===== src/rtl/ixb_pkg.sv =====
package ixb_pkg;
  typedef enum logic [1:0] {
    REG_ADDR = 2'd0,
    REG_DATA = 2'd1,
    REG_CTRL = 2'd2,
    REG_NONE = 2'd3
  } reg_e;

  typedef enum logic [1:0] {
    ARM_NONE = 2'd0,
    ARM_ONCE = 2'd1,
    ARM_SET  = 2'd2
  } arm_e;
endpackage


===== src/rtl/ixb_decode.sv =====
module ixb_decode #(
  parameter int OFF_W = 8
) (
  input  logic                host_sel,
  input  logic [OFF_W-1:0]    host_off,
  output logic                acc_top,
  output logic                acc_ctl,
  output ixb_pkg::reg_e       ridx
);
  import ixb_pkg::*;

  logic valid;
  logic chan;

  always_comb begin
    chan  = host_off[4];
    valid = (host_off[OFF_W-1:5] == '0) && (host_off[1:0] == 2'b00) &&
            (host_off[3:2] != 2'b11);
    ridx    = valid ? reg_e'(host_off[3:2]) : REG_NONE;
    acc_top = host_sel && valid && !chan;
    acc_ctl = host_sel && valid && chan;
  end
endmodule


===== src/rtl/ixb_chan.sv =====
module ixb_chan #(
  parameter int HDW     = 32,
  parameter int IAW     = 16,
  parameter int DW      = 32,
  parameter int ERR_BIT = 15
) (
  input  logic               clk,
  input  logic               rst_n,
  input  logic               acc,
  input  logic               we,
  input  ixb_pkg::reg_e      ridx,
  input  logic [HDW-1:0]     wdata,
  output logic [HDW-1:0]     rsp_data,
  output logic               rsp_err,
  output logic               bus_rd,
  output logic               bus_wr,
  output logic [IAW-1:0]     bus_addr,
  output logic [DW-1:0]      bus_wdata,
  input  logic [DW-1:0]      bus_rdata
);
  import ixb_pkg::*;

  logic [IAW-1:0] pend_q, pend_d;
  arm_e           arm_q, arm_d;
  logic           phase_q, phase_d;
  logic [DW-1:0]  fetch_q, fetch_d;
  logic           erren_q, erren_d;
  logic           upd_en;

  logic is_addr, is_data, is_ctrl, armed;

  always_comb begin
    is_addr = acc && (ridx == REG_ADDR);
    is_data = acc && (ridx == REG_DATA);
    is_ctrl = acc && (ridx == REG_CTRL);
    armed   = (arm_q == ARM_SET);

    bus_rd    = is_data && !we && armed && !phase_q;
    bus_wr    = is_data && we && armed;
    bus_addr  = pend_q;
    bus_wdata = wdata[DW-1:0];
  end

  // next-state logic
  always_comb begin
    pend_d  = pend_q;
    arm_d   = arm_q;
    phase_d = phase_q;
    fetch_d = fetch_q;
    erren_d = erren_q;
    if (is_addr && we) begin
      pend_d  = wdata[IAW-1:0];
      phase_d = 1'b0;
      if (arm_q != ARM_NONE && pend_q == wdata[IAW-1:0])
        arm_d = ARM_SET;
      else
        arm_d = ARM_ONCE;
    end else if (is_data) begin
      if (!armed) begin
        arm_d = ARM_NONE;
      end else if (we) begin
        phase_d = 1'b0;
      end else begin
        phase_d = !phase_q;
        if (!phase_q) fetch_d = bus_rdata;
      end
    end else if (is_ctrl && we) begin
      erren_d = wdata[ERR_BIT];
    end
  end

  // response logic
  always_comb begin
    rsp_data = '0;
    rsp_err  = 1'b0;
    if (is_addr && !we) begin
      rsp_data = HDW'(pend_q);
    end else if (is_ctrl && !we) begin
      rsp_data = HDW'(erren_q) << ERR_BIT;
    end else if (is_data) begin
      if (!armed)
        rsp_err = erren_q;
      else if (!we)
        rsp_data = HDW'(fetch_q);
    end
  end

  assign upd_en = acc;

  always_ff @(posedge clk or negedge rst_n) begin
    if (!rst_n) begin
      pend_q  <= '0;
      arm_q   <= ARM_NONE;
      phase_q <= 1'b0;
      fetch_q <= '0;
      erren_q <= 1'b0;
    end else if (upd_en) begin
      pend_q  <= pend_d;
      arm_q   <= arm_d;
      phase_q <= phase_d;
      fetch_q <= fetch_d;
      erren_q <= erren_d;
    end
  end
endmodule


===== src/rtl/ixb_bridge.sv =====
module ixb_bridge #(
  parameter int OFF_W   = 8,
  parameter int HDW     = 32,
  parameter int IAW     = 16,
  parameter int TOP_DW  = 32,
  parameter int CTL_DW  = 8,
  parameter int ERR_BIT = 15
) (
  input  logic              clk,
  input  logic              rst_n,
  input  logic              host_sel,
  input  logic              host_we,
  input  logic [OFF_W-1:0]  host_off,
  input  logic [HDW-1:0]    host_wdata,
  output logic              host_ack,
  output logic [HDW-1:0]    host_rdata,
  output logic              host_err,
  output logic              top_rd,
  output logic              top_wr,
  output logic [IAW-1:0]    top_addr,
  output logic [TOP_DW-1:0] top_wdata,
  input  logic [TOP_DW-1:0] top_rdata,
  output logic              ctl_rd,
  output logic              ctl_wr,
  output logic [IAW-1:0]    ctl_addr,
  output logic [CTL_DW-1:0] ctl_wdata,
  input  logic [CTL_DW-1:0] ctl_rdata
);
  import ixb_pkg::*;

  localparam int SYNC_STAGES = 2;

  logic [SYNC_STAGES-1:0] rst_pipe_q;
  logic                   rst_sync_n;

  always_ff @(posedge clk or negedge rst_n) begin
    if (!rst_n) rst_pipe_q <= '0;
    else        rst_pipe_q <= {rst_pipe_q[SYNC_STAGES-2:0], 1'b1};
  end
  assign rst_sync_n = rst_pipe_q[SYNC_STAGES-1];

  logic acc_top, acc_ctl;
  reg_e ridx;

  ixb_decode #(.OFF_W(OFF_W)) u_dec (
    .host_sel (host_sel),
    .host_off (host_off),
    .acc_top  (acc_top),
    .acc_ctl  (acc_ctl),
    .ridx     (ridx)
  );

  logic [HDW-1:0] rsp_top, rsp_ctl;
  logic           err_top, err_ctl;

  ixb_chan #(.HDW(HDW), .IAW(IAW), .DW(TOP_DW), .ERR_BIT(ERR_BIT)) u_top_ch (
    .clk       (clk),
    .rst_n     (rst_sync_n),
    .acc       (acc_top),
    .we        (host_we),
    .ridx      (ridx),
    .wdata     (host_wdata),
    .rsp_data  (rsp_top),
    .rsp_err   (err_top),
    .bus_rd    (top_rd),
    .bus_wr    (top_wr),
    .bus_addr  (top_addr),
    .bus_wdata (top_wdata),
    .bus_rdata (top_rdata)
  );

  ixb_chan #(.HDW(HDW), .IAW(IAW), .DW(CTL_DW), .ERR_BIT(ERR_BIT)) u_ctl_ch (
    .clk       (clk),
    .rst_n     (rst_sync_n),
    .acc       (acc_ctl),
    .we        (host_we),
    .ridx      (ridx),
    .wdata     (host_wdata),
    .rsp_data  (rsp_ctl),
    .rsp_err   (err_ctl),
    .bus_rd    (ctl_rd),
    .bus_wr    (ctl_wr),
    .bus_addr  (ctl_addr),
    .bus_wdata (ctl_wdata),
    .bus_rdata (ctl_rdata)
  );

  logic           ack_d, err_d;
  logic [HDW-1:0] rdata_d;

  always_comb begin
    ack_d   = host_sel;
    rdata_d = '0;
    err_d   = 1'b0;
    if (acc_top) begin
      rdata_d = rsp_top;
      err_d   = err_top;
    end else if (acc_ctl) begin
      rdata_d = rsp_ctl;
      err_d   = err_ctl;
    end
  end

  always_ff @(posedge clk or negedge rst_sync_n) begin
    if (!rst_sync_n) begin
      host_ack   <= 1'b0;
      host_rdata <= '0;
      host_err   <= 1'b0;
    end else begin
      host_ack <= ack_d;
      if (host_sel) begin
        host_rdata <= rdata_d;
        host_err   <= err_d;
      end else begin
        host_err   <= 1'b0;
      end
    end
  end
endmodule


===== config.mk =====
export PLATFORM = sky130hd
export DESIGN_NAME = ixb_bridge
export DESIGN_NICKNAME = d
export VERILOG_FILES = /design/src/rtl/ixb_pkg.sv /design/src/rtl/ixb_decode.sv /design/src/rtl/ixb_chan.sv /design/src/rtl/ixb_bridge.sv
export SDC_FILE = /design/constraint.sdc
export NUM_CORES = 1
export LEC_CHECK = 0
export BUFFER_PORTS_ARGS = -buffer_cell sky130_fd_sc_hd__buf_2
export CAP_MARGIN = 20
export CORE_ASPECT_RATIO = 2
export CORE_MARGIN = 3
export CORE_UTILIZATION = 50
export CTS_CLUSTER_SIZE = 25
export DETAILED_ROUTE_END_ITERATION = 10
export GPL_ROUTABILITY_DRIVEN = 0
export PLACE_DENSITY_LB_ADDON = 0.12
export SLEW_MARGIN = 20
export SYNTH_ARGS = -nofsm -noshare
export SYNTH_HDL_FRONTEND = slang
export SYNTH_SLANG_ARGS = --single-unit

===== constraint.sdc =====
create_clock -name clk -period 4.4 [get_ports clk]
set_input_delay 0.66 -clock clk [delete_from_list [all_inputs] [get_ports clk]]
set_output_delay 0.66 -clock clk [all_outputs]
set_load 0.005 [all_outputs]

==> reports/metrics.cfg <==
[sta]
fmax_ghz=0.358
fin_setup_tns_ns=0
fin_skew_ns=0.00646
fin_crit_sh=0.636
drv_slew=0
finalHoldViolations=0
period_needed_ns=2.80
slew_headroom=0.310
rsz0062_at_grt=no
tightestPinTransition_ns=1.03
setup_viol=0

[logic_synthesis]
synthFlopType=dfrtp_1
syn-num-nets=551
synthTopCellsByArea=dfrtp_1, mux2_2, buf_4, xor2_1, nand2_1
synth_area_um2=5490
synthCells=467
synth_top_area_frac=0.529
ys_warn_count=0
synth_edf_count=0
yosysSeqAreaShare=0.529
synth_cell_types=39
async_flop_share=1.00
postSynthAreaPerCell_um2=11.8
ys_ff_latch=116
synth_top_cell_by_area=dfrtp_1

[layout]
final_cell_mix=buf_2, dfrtp_1, mux2_2
n_antenna_cell=0
drive_gt1_frac=0.459
final_core_util=0.641
syn2layout_area_growth_pct=23.8
final_common_cell=buf_2
nets=679

[power]
p_int_uw=2170
seqPwrFrac=0.397
p_switching_uw=585
clkPwrFrac=0.551
powerDensity_nw_per_um2=406
switching_share=0.212
leakage_uw=0.00358
comb_power_share=0.051
ir_worst_vdd_v=0.000334

[cts]
cts_resized=0
cts.sinks=116
postCtsHoldBufs=0
clk_pin_slew_ns=0.06
h-tree-depth=4
numCtsBuffers=17
post-cts-setup-buffers=0
clockRootBuffer=clkbuf_16
clockBufferDepth=2
cts_tree=yes
clkLatencyLatePin_ns=0.41

[critical_path]
rrSetupSlack_ns=2.35
reg2reg_depth=5
r2r_start=u_top_ch.arm_q[1]
crit_chain=buf_2 -> nand2b_1 -> nor2_1 -> nand3_1 -> nor2_1 -> buf_2
cp.arrival_ns=2.14
slowest_delay_ns=0.54
path_class=input pin to output port
setup.worst_path.end_class=output port
slowest_stage=buf_2
crit_required_ns=3.74
crit_buf_inv=2
critPathLaunchType=input pin
r2r_end=host_rdata[17]
path_max_fanout=39
crit_family=simple AND/OR/NAND/NOR gates

[route]
antenna_left=0
viasPerCell=5.32
post_drt_wl_per_cell_um=18.6
drtIter0Drc=238
wl_um=13900
drc=0
dr.pass1.iters=4
vias=3967

[global_routing]
grt_pass1_wl_um=22000
grt_usage=0.238
grt_overflow=0
antenna_found_initial=0
grt_max_degree=80
grt_pass1_vias=4166

[outcome]
status=finished, final reports clean

[floorplan]
fp.dieArea_um2=12400
die_height_um=154
ios=194
core_um2=10600
rows=53
start_util=0.518
die_w_um=80.1

[flow_run]
cap_viol_max_count=0

[place]
port_buffers=161
hpwl_um=10200

[worst_hold_path]
hp-class=input pin to asynchronous set/reset pin

state kept, by name (all words and copies together), names as in the netlist:
name,count
host_rdata,32
u_top_ch.fetch_q,32
u_ctl_ch.bus_addr,16
u_top_ch.bus_addr,16
u_ctl_ch.fetch_q,8
rst_pipe_q,2
u_ctl_ch.arm_q,2
u_top_ch.arm_q,2
host_ack,1
host_err,1
u_ctl_ch.erren_q,1
u_ctl_ch.phase_q,1
u_top_ch.erren_q,1
u_top_ch.phase_q,1
cells in the mapped netlist (2+ instances only):
library cell	number
nand4_1	6
nand2_1	39
a31o_2	3
o22ai_1	9
xor2_1	23
nand2b_1	3
nor2b_1	10
xnor2_1	9
nor2_1	8
and2_1	2
dfrtp_1	116
buf_6	3
a221o_1	8
a221oi_1	7
buf_4	40
mux2i_1	8
inv_1	27
nor4_1	8
nor3_1	8
and3_1	3
nand3_1	8
buf_1	2
o211ai_1	2
mux2_2	73
o21ai_0	17
buf_2	7
clkbuf_1	6
per-stage QoR:
| stage | area [µm²] | total power (µW) | hold WS, ns | setup slack [ns] | std cells |
|---|---|---|---|---|---|
| 6_report | 6800 | 2760 | 0.0228 | 1.60 | 745 |
| 5_1_grt | 6800 | 2850 | 0.00676 | 1.42 | 745 |
| 4_1_cts | 6770 | 2790 | 0.00643 | 1.62 | 744 |
| 3_5_place_dp | 6110 | 1250 | 0.341 | 1.19 | 712 |
| 3_3_place_gp | 6110 | 1250 | 0.338 | 1.24 | 712 |
| 2_1_floorplan | 5490 | 1200 | 0.331 | 0.929 | 467 |
power groups by stage:
stage	clock, µW	sequential (µW)	combinational, µW
after detailed placement	0	1120	130
after global routing	1600	1100	156
final	1520	1100	142
after floorplan	0	1120	72.8
after CTS	1550	1110	131
after global placement	0	1120	129
area by class of cell:
class / instances / area [µm²]
clock inverter: 13 / 205
fill: 884 / 3810
clock buffer: 19 / 453
timing repair buffer: 167 / 871
sequential: 116 / 2910
inverter: 27 / 101
tap: 137 / 171
multi-input combinational: 266 / 2090
worst max path at each step:
stage | start | end | slack, ns | cells past startpoint
after floorplan | rst_pipe_q[1] | host_ack | 0.93 | 0
after global placement | host_sel | host_rdata[17] | 1.24 | 7
after detailed placement | host_sel | host_rdata[31] | 1.19 | 7
after CTS | host_sel | host_rdata[17] | 1.62 | 7
after global routing | host_sel | host_rdata[17] | 1.42 | 7
final | host_sel | top_wr | 1.60 | 6
cells by family (layout without fill, tap and decap cells):
family	after synthesis	count (layout)	share of synthesized area
flops	116	116	0.529
simple gates	101	101	0.0950
buf+inv	85	226	0.0911
mux	83	83	0.170
compound gates	49	49	0.0631
xor+xnor	32	32	0.0510
other cells	1	1	0.000683
routing by layer:
layer  part of all wire  up-vias  GRT usage
met3              0.063       28     0.0641
li1                   -     1841          -
met2               0.54      146      0.415
met1               0.36     1952      0.259
met5                  0        -          0
met4              0.037        0      0.119
(Power assumes the default switching activity.)
